--- config.mk ---
export PLATFORM = sky130hd
export DESIGN_NAME = cache_backup_ctrl
export DESIGN_NICKNAME = d
export VERILOG_FILES = /design/src/rtl/cbk_pkg.sv /design/src/rtl/cbk_datapath.sv /design/src/rtl/cbk_ctrl.sv /design/src/rtl/cache_backup_ctrl.sv
export SDC_FILE = /design/constraint.sdc
export NUM_CORES = 1
export LEC_CHECK = 0
export BUFFER_PORTS_ARGS = -buffer_cell sky130_fd_sc_hd__buf_4
export CAP_MARGIN = 5
export CORE_UTILIZATION = 40
export CTS_CLUSTER_DIAMETER = 80
export DETAILED_ROUTE_END_ITERATION = 10
export GPL_ROUTABILITY_DRIVEN = 0
export PLACE_DENSITY_LB_ADDON = 0.12
export RECOVER_POWER = 50
export SETUP_SLACK_MARGIN = 0.1
export SYNTH_ARGS = -nofsm -noshare
export SYNTH_HDL_FRONTEND = slang
export SYNTH_SLANG_ARGS = --single-unit
export TNS_END_PERCENT = 10
--- constraint.sdc ---
create_clock -name clk -period 4.6 [get_ports clk]
set_clock_uncertainty 0.2 [all_clocks]
set_input_delay 0.46 -clock clk [delete_from_list [all_inputs] [get_ports clk]]
set_output_delay 0.46 -clock clk [all_outputs]
set_load 0.005 [all_outputs]
--- src/rtl/cbk_pkg.sv ---
package cbk_pkg;

  typedef enum logic [2:0] {
    ST_IDLE,
    ST_ARBITRATE,
    ST_BACKUP,
    ST_BACKUP_DONE,
    ST_RESTORE,
    ST_ERROR
  } cbkState_e;

  // sub-steps of the two copy directions
  typedef enum logic [2:0] {
    PH_RDREQ,
    PH_RDWAIT,
    PH_WBEAT,
    PH_ACK,
    PH_FRREQ,
    PH_FRBEAT,
    PH_DWR
  } cbkPhase_e;

  localparam logic [2:0] STAT_NONE     = 3'd0;
  localparam logic [2:0] STAT_SAVED    = 3'd1;
  localparam logic [2:0] STAT_SKIPPED  = 3'd2;
  localparam logic [2:0] STAT_RESTORED = 3'd3;
  localparam logic [2:0] STAT_FAULT    = 3'd4;

  typedef struct packed {
    logic clrAddr;
    logic incAddr;
    logic capWord;
    logic loadBeat;
    logic oe;
    logic driveRd;
    logic driveWr;
    logic driveFlashWr;
    logic driveFlashRd;
  } cbkStrobe_t;

endpackage

--- src/rtl/cbk_datapath.sv ---
module cbk_datapath
  import cbk_pkg::*;
#(
  parameter int WORD_W = 72,
  parameter int CH     = 4,
  parameter int NIB_W  = 4,
  parameter int DEPTH  = 16,
  parameter int BEATS  = 5,
  parameter int BW     = 3,
  parameter int AW     = 4
) (
  input  logic              clk,
  input  logic              rstN,
  input  cbkStrobe_t        strobe,
  input  logic [BW-1:0]     beatIdx,
  input  logic [WORD_W-1:0] memRdData,
  input  logic [CH*NIB_W-1:0] flashRdData,
  output logic [AW-1:0]     memAddr,
  output logic              memRdReq,
  output logic              memWrEn,
  output logic [WORD_W-1:0] memWrData,
  output logic [AW-1:0]     flashAddr,
  output logic              flashWrValid,
  output logic [CH*NIB_W-1:0] flashWrData,
  output logic              flashRdReq,
  output logic              lastWord
);

  localparam int NIBS = WORD_W / NIB_W;

  logic [AW-1:0]     wordAddr;
  logic [WORD_W-1:0] wordReg;

  always_ff @(posedge clk or negedge rstN) begin
    if (!rstN) begin
      wordAddr <= '0;
    end else if (strobe.clrAddr) begin
      wordAddr <= '0;
    end else if (strobe.incAddr) begin
      wordAddr <= wordAddr + 1'b1;
    end
  end

  assign lastWord = (wordAddr == AW'(DEPTH - 1));

  // word holding register: whole word from DRAM, or one beat at a time from flash
  always_ff @(posedge clk or negedge rstN) begin
    if (!rstN) begin
      wordReg <= '0;
    end else if (strobe.capWord) begin
      wordReg <= memRdData;
    end else if (strobe.loadBeat) begin
      for (int c = 0; c < CH; c++) begin
        if (int'(beatIdx) * CH + c < NIBS)
          wordReg[(int'(beatIdx) * CH + c) * NIB_W +: NIB_W] <= flashRdData[c * NIB_W +: NIB_W];
      end
    end
  end

  // per-channel beat slicing
  for (genvar c = 0; c < CH; c++) begin : g_chan
    always_comb begin
      flashWrData[c * NIB_W +: NIB_W] = '0;
      if (strobe.driveFlashWr && (int'(beatIdx) * CH + c < NIBS))
        flashWrData[c * NIB_W +: NIB_W] = wordReg[(int'(beatIdx) * CH + c) * NIB_W +: NIB_W];
    end
  end

  assign memAddr      = strobe.oe ? wordAddr : '0;
  assign memRdReq     = strobe.oe & strobe.driveRd;
  assign memWrEn      = strobe.oe & strobe.driveWr;
  assign memWrData    = (strobe.oe & strobe.driveWr) ? wordReg : '0;
  assign flashWrValid = strobe.driveFlashWr;
  assign flashRdReq   = strobe.driveFlashRd;
  assign flashAddr    = (strobe.driveFlashWr | strobe.driveFlashRd) ? wordAddr : '0;

endmodule

--- src/rtl/cbk_ctrl.sv ---
module cbk_ctrl
  import cbk_pkg::*;
#(
  parameter int BEATS    = 5,
  parameter int BW       = 3,
  parameter int SLOW_DIV = 3
) (
  input  logic          clk,
  input  logic          rstN,
  input  logic          regRstN,
  input  logic          powerGood,
  input  logic          cacheDirtyN,
  input  logic          restoreReq,
  input  logic          memRdValid,
  input  logic          flashAck,
  input  logic          flashFail,
  input  logic          flashRdValid,
  input  logic          lastWord,
  output cbkStrobe_t    strobe,
  output logic [BW-1:0] beatIdx,
  output logic          busOwn,
  output logic          doneFlag,
  output logic [2:0]    statusCode,
  output logic          errSticky,
  output cbkState_e     curState,
  output cbkPhase_e     curPhase
);

  localparam int SW = $clog2(SLOW_DIV + 1);

  cbkState_e     state;
  cbkPhase_e     phase;
  logic          toRestore;
  logic [BW-1:0] beatCnt;
  logic [SW-1:0] slowCnt;
  logic          lastBeat;
  logic          slowDone;
  logic          restoreOk;

  assign lastBeat  = (beatCnt == BW'(BEATS - 1));
  assign slowDone  = (slowCnt == SW'(SLOW_DIV - 1));
  assign restoreOk = restoreReq & powerGood & ~cacheDirtyN;

  always_ff @(posedge clk or negedge rstN) begin
    if (!rstN) begin
      state      <= ST_IDLE;
      phase      <= PH_RDREQ;
      toRestore  <= 1'b0;
      beatCnt    <= '0;
      slowCnt    <= '0;
      doneFlag   <= 1'b0;
      statusCode <= STAT_NONE;
      errSticky  <= 1'b0;
    end else begin
      case (state)
        ST_IDLE: begin
          if (!powerGood) begin
            if (!cacheDirtyN) begin
              state      <= ST_ARBITRATE;
              toRestore  <= 1'b0;
              doneFlag   <= 1'b0;
              statusCode <= STAT_NONE;
            end else begin
              state      <= ST_BACKUP_DONE;
              doneFlag   <= 1'b1;
              statusCode <= STAT_SKIPPED;
            end
          end else if (!regRstN) begin
            doneFlag   <= 1'b0;
            statusCode <= STAT_NONE;
            errSticky  <= 1'b0;
          end else if (restoreOk) begin
            state      <= ST_ARBITRATE;
            toRestore  <= 1'b1;
            doneFlag   <= 1'b0;
            statusCode <= STAT_NONE;
          end
        end

        ST_ARBITRATE: begin
          beatCnt <= '0;
          slowCnt <= '0;
          if (toRestore && !regRstN) begin
            state <= ST_IDLE;
          end else if (toRestore) begin
            state <= ST_RESTORE;
            phase <= PH_FRREQ;
          end else begin
            state <= ST_BACKUP;
            phase <= PH_RDREQ;
          end
        end

        ST_BACKUP: begin
          case (phase)
            PH_RDREQ:  phase <= PH_RDWAIT;
            PH_RDWAIT: begin
              if (memRdValid) begin
                phase   <= PH_WBEAT;
                beatCnt <= '0;
              end
            end
            PH_WBEAT: begin
              if (lastBeat) begin
                phase   <= PH_ACK;
                beatCnt <= '0;
              end else begin
                beatCnt <= beatCnt + 1'b1;
              end
            end
            PH_ACK: begin
              if (flashAck) begin
                if (flashFail) begin
                  state      <= ST_ERROR;
                  errSticky  <= 1'b1;
                  statusCode <= STAT_FAULT;
                end else if (lastWord) begin
                  state      <= ST_BACKUP_DONE;
                  doneFlag   <= 1'b1;
                  statusCode <= STAT_SAVED;
                end else begin
                  phase <= PH_RDREQ;
                end
              end
            end
            default: phase <= PH_RDREQ;
          endcase
        end

        ST_BACKUP_DONE: begin
          if (!regRstN) begin
            state      <= ST_IDLE;
            doneFlag   <= 1'b0;
            statusCode <= STAT_NONE;
            errSticky  <= 1'b0;
          end else if (restoreOk) begin
            state      <= ST_ARBITRATE;
            toRestore  <= 1'b1;
            doneFlag   <= 1'b0;
            statusCode <= STAT_NONE;
          end
        end

        ST_RESTORE: begin
          if (!regRstN) begin
            state      <= ST_IDLE;
            doneFlag   <= 1'b0;
            statusCode <= STAT_NONE;
            errSticky  <= 1'b0;
          end else begin
            case (phase)
              PH_FRREQ: begin
                phase   <= PH_FRBEAT;
                beatCnt <= '0;
              end
              PH_FRBEAT: begin
                if (flashRdValid) begin
                  if (lastBeat) begin
                    phase   <= PH_DWR;
                    beatCnt <= '0;
                    slowCnt <= '0;
                  end else begin
                    beatCnt <= beatCnt + 1'b1;
                  end
                end
              end
              PH_DWR: begin
                if (slowDone) begin
                  slowCnt <= '0;
                  if (lastWord) begin
                    state      <= ST_IDLE;
                    doneFlag   <= 1'b1;
                    statusCode <= STAT_RESTORED;
                  end else begin
                    phase <= PH_FRREQ;
                  end
                end else begin
                  slowCnt <= slowCnt + 1'b1;
                end
              end
              default: phase <= PH_FRREQ;
            endcase
          end
        end

        ST_ERROR: begin
          if (!regRstN) begin
            state      <= ST_IDLE;
            doneFlag   <= 1'b0;
            statusCode <= STAT_NONE;
            errSticky  <= 1'b0;
          end
        end

        default: state <= ST_IDLE;
      endcase
    end
  end

  always_comb begin
    strobe              = '0;
    strobe.clrAddr      = (state == ST_ARBITRATE);
    strobe.oe           = (state == ST_BACKUP) || (state == ST_RESTORE);
    strobe.driveRd      = (state == ST_BACKUP) && (phase == PH_RDREQ);
    strobe.capWord      = (state == ST_BACKUP) && (phase == PH_RDWAIT) && memRdValid;
    strobe.driveFlashWr = (state == ST_BACKUP) && (phase == PH_WBEAT);
    strobe.driveFlashRd = (state == ST_RESTORE) && (phase == PH_FRREQ);
    strobe.loadBeat     = (state == ST_RESTORE) && (phase == PH_FRBEAT) && flashRdValid;
    strobe.driveWr      = (state == ST_RESTORE) && (phase == PH_DWR);
    strobe.incAddr      = ((state == ST_BACKUP) && (phase == PH_ACK) && flashAck && !flashFail && !lastWord)
                       || ((state == ST_RESTORE) && (phase == PH_DWR) && regRstN && slowDone && !lastWord);
  end

  assign busOwn   = (state == ST_ARBITRATE) || (state == ST_BACKUP) || (state == ST_RESTORE);
  assign beatIdx  = beatCnt;
  assign curState = state;
  assign curPhase = phase;

endmodule

--- src/rtl/cache_backup_ctrl.sv ---
module cache_backup_ctrl
  import cbk_pkg::*;
#(
  parameter int WORD_W   = 72,
  parameter int CH       = 4,
  parameter int NIB_W    = 4,
  parameter int DEPTH    = 16,
  parameter int SLOW_DIV = 3,
  localparam int AW      = $clog2(DEPTH),
  localparam int FW      = CH * NIB_W
) (
  input  logic              clk,
  input  logic              rstN,
  input  logic              regRstN,
  input  logic              powerGood,
  input  logic              cacheDirtyN,
  input  logic              restoreReq,
  output logic              busOwn,
  output logic              memOe,
  output logic [AW-1:0]     memAddr,
  output logic              memRdReq,
  input  logic              memRdValid,
  input  logic [WORD_W-1:0] memRdData,
  output logic              memWrEn,
  output logic [WORD_W-1:0] memWrData,
  output logic [AW-1:0]     flashAddr,
  output logic              flashWrValid,
  output logic [FW-1:0]     flashWrData,
  input  logic              flashAck,
  input  logic              flashFail,
  output logic              flashRdReq,
  input  logic              flashRdValid,
  input  logic [FW-1:0]     flashRdData,
  output logic              done,
  output logic [2:0]        statusCode,
  output logic              errSticky
);

  localparam int NIBS  = WORD_W / NIB_W;
  localparam int BEATS = (NIBS + CH - 1) / CH;
  localparam int BW    = (BEATS > 1) ? $clog2(BEATS) : 1;

  cbkStrobe_t    strobe;
  logic [BW-1:0] beatIdx;
  logic          lastWord;
  cbkState_e     curState;
  cbkPhase_e     curPhase;

  cbk_ctrl #(
    .BEATS   (BEATS),
    .BW      (BW),
    .SLOW_DIV(SLOW_DIV)
  ) u_ctrl (
    .clk         (clk),
    .rstN        (rstN),
    .regRstN     (regRstN),
    .powerGood   (powerGood),
    .cacheDirtyN (cacheDirtyN),
    .restoreReq  (restoreReq),
    .memRdValid  (memRdValid),
    .flashAck    (flashAck),
    .flashFail   (flashFail),
    .flashRdValid(flashRdValid),
    .lastWord    (lastWord),
    .strobe      (strobe),
    .beatIdx     (beatIdx),
    .busOwn      (busOwn),
    .doneFlag    (done),
    .statusCode  (statusCode),
    .errSticky   (errSticky),
    .curState    (curState),
    .curPhase    (curPhase)
  );

  cbk_datapath #(
    .WORD_W(WORD_W),
    .CH    (CH),
    .NIB_W (NIB_W),
    .DEPTH (DEPTH),
    .BEATS (BEATS),
    .BW    (BW),
    .AW    (AW)
  ) u_dp (
    .clk         (clk),
    .rstN        (rstN),
    .strobe      (strobe),
    .beatIdx     (beatIdx),
    .memRdData   (memRdData),
    .flashRdData (flashRdData),
    .memAddr     (memAddr),
    .memRdReq    (memRdReq),
    .memWrEn     (memWrEn),
    .memWrData   (memWrData),
    .flashAddr   (flashAddr),
    .flashWrValid(flashWrValid),
    .flashWrData (flashWrData),
    .flashRdReq  (flashRdReq),
    .lastWord    (lastWord)
  );

  assign memOe = strobe.oe;

endmodule

==> results.sh <==
export IMPL_die_w_um=130
export IMPL_hold_class="in2reg"
export IMPL_syn_to_final_growth_pct=28.0
export IMPL_path_max_fanout=23
export IMPL_crit_arrival_ps=3680
export IMPL_drc=0
export IMPL_period_share_pct=78.5
export IMPL_port_buffer_count=204
export IMPL_grt_max_degree=75
export IMPL_die_area_sq_mm=0.0168
export IMPL_vias=6541
export IMPL_r2r_start="u_ctrl.beatIdx[1]"
export IMPL_cp_required_ps=4670
export IMPL_ys_seq_area_share_pct=35.8
export IMPL_violations="max-capacitance violations, max-slew violations"
export IMPL_synth_top_area_cell="dfrtp_1"
export IMPL_num_rows=46
export IMPL_synth_ff_type="dfrtp_1"
export IMPL_hold_ws_ps=113
export IMPL_stdcell_count=1136
export IMPL_finalWirelength_mm=23.6
export IMPL_synth_edff_count=0
export IMPL_design_area_sq_mm=0.00833
export IMPL_drt_iter0_drc=588
export IMPL_tns_ps=0
export IMPL_hold_start="memRdData[35]"
export IMPL_leakagePower_uw=0.00409
export IMPL_grt_pass1_vias=6254
export IMPL_hold_viol=0
export IMPL_cts_tree="built"
export IMPL_wl_per_cell_um=20.7
export IMPL_combPwrFrac_pct=39.1
export IMPL_grt_pass1_wl_mm=36.2
export IMPL_start_kind="flip-flop"
export IMPL_setup_ws_ps=990
export IMPL_hold_buffers=0
export IMPL_root_buffer="clkbuf_16"
export IMPL_drt_vias_per_instance=5.76
export IMPL_synth_area_top_cells="dfrtp_1 36%, and3_1 8.2%, nand2_1 6.1%"
export IMPL_ys_seq_elements=93
export IMPL_final_nets=1025
export IMPL_p_int_uw=2290
export IMPL_clock_fmax_ghz=0.277
export IMPL_syn_nets=866
export IMPL_syn_area_per_cell_sq_um=8.59
export IMPL_ios=205
export IMPL_placed_area_sq_mm=0.00811
export IMPL_cts_buffer_depth=2
export IMPL_grtUsageTotal_pct=28.6
export IMPL_yosysUniqueCellTypes=69
export IMPL_cp_startpoint="u_ctrl.beatIdx[1]"
export IMPL_pwr_share_seq_pct=41.3
export IMPL_cts_buffers=9
export IMPL_cts_resized=0
export IMPL_async_reset_ff_share_pct=100
export IMPL_clk_latency_ps=350
export IMPL_cts_sinks=93
export IMPL_max_stage_delay_ps=1620
export IMPL_swShare_pct=39.8
export IMPL_setup_viol=0
export IMPL_status="finished, violations left"
export IMPL_crit_chain="inv_1, nor4_1, nand3_1, a31oi_1"
export IMPL_clockPowerShare_pct=19.6
export IMPL_cts_reportedPaths_clkPinSlew_ps=60
export IMPL_core_sq_mm=0.0159
export IMPL_yosysTopAreaCellShare_pct=35.8
export IMPL_htreeDepth=3
export IMPL_synthCells=758
export IMPL_cap_violations=2
export IMPL_worst_pin_slew_ps=1940
export IMPL_dp_hpwl_mm=17.1
export IMPL_diodes=0
export IMPL_power_switching_uw=1510
export IMPL_finalMaxSlewViolations=86
export IMPL_slowest_stage="nor4_1"
export IMPL_gr_total_overflow=0
export IMPL_fillCellCount=1559
export IMPL_detail_route_antenna_nets=0
export IMPL_slew_headroom_pct=-30.2
export IMPL_period_minus_slack_ps=3610
export IMPL_critPathCaptureType="flip-flop"
export IMPL_grt_setup_unrepaired="false"
export IMPL_initial_core_util_pct=41.0
export IMPL_ys_warnings_count=0
export IMPL_fp_dieH_um=130
export IMPL_crit_type="reg2reg"
export IMPL_antenna_found_initial=0
export IMPL_netlist_area_sq_mm=0.00651
export IMPL_drive_gt1_share_pct=29.2
export IMPL_peakVddDrop_uv=253
export IMPL_power_density_mw_per_mm2=456
export IMPL_dp_slack_ps=1350
export IMPL_first_pass_iters=5
export IMPL_dp_cells=1122
export IMPL_post_cts_buffers=0
==> routing by layer <==
metal,vias up,track usage [%],part of all wire [%]
met1,3160,39.1,43
li1,3061,-,-
met2,287,46.6,48
met4,0,8.62,2.3
met3,33,4.50,6.8
met5,-,0,0
==> layout make-up <==
class	count	area (sq um)	area share (%)
sequential	93	2330	27.9
clock inverter	2	35.0	0.420
tap	216	270	3.24
multi-input combinational	586	3820	45.8
clock buffer	12	246	2.96
inverter	14	52.6	0.631
timing repair buffer	213	1580	19.0
==> cells by family (layout without fill, tap and decap cells) <==
| logic type | count (synthesis) | in the layout | synth area share [%] |
|---|---|---|---|
| AND/OR/NAND/NOR | 378 | 378 | 29.8 |
| AO/OA/AOI/OAI | 132 | 132 | 13.7 |
| flip-flops | 93 | 93 | 35.8 |
| buffers and inverters | 79 | 241 | 5.27 |
| multiplexers | 63 | 63 | 13.1 |
| adder cells (fa/ha/maj) | 10 | 10 | 1.92 |
| XOR/XNOR | 3 | 3 | 0.404 |
==> through the flow <==
stage | util (%) | total power [uW]
6_report | 52.5 | 3800
5_1_grt | 52.5 | 4050
4_1_cts | 52.8 | 3830
3_5_place_dp | 51.0 | 3080
3_3_place_gp | 51.0 | 3070
2_1_floorplan | - | 2530
==> power by group through the flow <==
stage / Sequential, uW / Clock (uW) / Combinational (uW)
6_report: 1570 / 745 / 1490
5_1_grt: 1610 / 786 / 1660
4_1_cts: 1560 / 760 / 1510
3_5_place_dp: 1580 / 0 / 1510
3_3_place_gp: 1580 / 0 / 1490
2_1_floorplan: 1320 / 0 / 1210
==> sequential cells by signal, summed over array words and instances, names as in the netlist <==
signal and cells:
u_ctrl.beatIdx 3, u_ctrl.curPhase 3, u_ctrl.curState 3, u_ctrl.doneFlag 1
u_ctrl.errSticky 1, u_ctrl.slowCnt 2, u_ctrl.statusCode 3, u_ctrl.toRestore 1
u_dp.wordAddr 4, u_dp.wordReg 72
==> layout by cell type (no fill, tap or decap), types with 3 or more instances in the layout <==
master	Yosys	layout
a21oi_1	22	22
a22oi_1	5	5
a31oi_1	45	45
a41o_1	5	5
and2_0	0	3
and3_1	85	85
buf_4	3	198
clkbuf_1	37	5
clkbuf_16	0	9
clkbuf_4	0	10
dfrtp_1	93	93
ha_1	10	10
inv_1	13	13
mux2_2	20	20
mux2i_1	27	27
mux4_2	16	16
nand2_1	105	105
nand2b_1	5	5
nand3_1	63	62
nand4_1	6	6
nor2_1	69	69
nor2b_1	14	14
nor3_1	3	3
nor4_1	3	3
o21ai_0	26	27
o22ai_1	3	3
xnor2_1	3	3
==> path summary, 6_finish.rpt <==
kind / slack [ps] / depth (start not counted) / end
min in group asynchronous: 450 / 1 / u_dp.wordReg[50]
hold / removal: 110 / 3 / u_dp.wordReg[35]
hold reg to reg: 290 / 1 / u_ctrl.statusCode[2]
setup reg to reg: 990 / 4 / u_dp.wordReg[36]
setup / recovery: 990 / 4 / u_dp.wordReg[36]
max in group asynchronous: 1790 / 2 / u_dp.wordReg[26]
==> synthesized netlist by cell type, types with 2 or more instances <==
| master | count |
|---|---|
| nand2_1 | 105 |
| dfrtp_1 | 93 |
| and3_1 | 85 |
| nor2_1 | 69 |
| nand3_1 | 63 |
| a31oi_1 | 45 |
| clkbuf_1 | 37 |
| mux2i_1 | 27 |
| o21ai_0 | 26 |
| a21oi_1 | 22 |
| buf_2 | 21 |
| mux2_2 | 20 |
| mux4_2 | 16 |
| nor2b_1 | 14 |
| inv_1 | 13 |
| ha_1 | 10 |
| nand4_1 | 6 |
| a22oi_1 | 5 |
| a41o_1 | 5 |
| and2_1 | 5 |
| nand2b_1 | 5 |
| buf_4 | 3 |
| nor3_1 | 3 |
| nor4_1 | 3 |
| o22ai_1 | 3 |
| xnor2_1 | 3 |
| a221oi_1 | 2 |
| buf_1 | 2 |
| nand3b_1 | 2 |
| nor4b_4 | 2 |
| nor4bb_1 | 2 |
| o2bb2ai_1 | 2 |
| o32ai_1 | 2 |
| or3b_4 | 2 |
==> worst max-delay path, delay by kind of cell, from the launching register on <==
family	cells	cell delay, ps
AND/OR/NAND/NOR	2	1820
flip-flops	1	970
buffers and inverters	1	300
AO/OA/AOI/OAI	1	230
No activity file was read; power rests on OpenSTA's default activity.
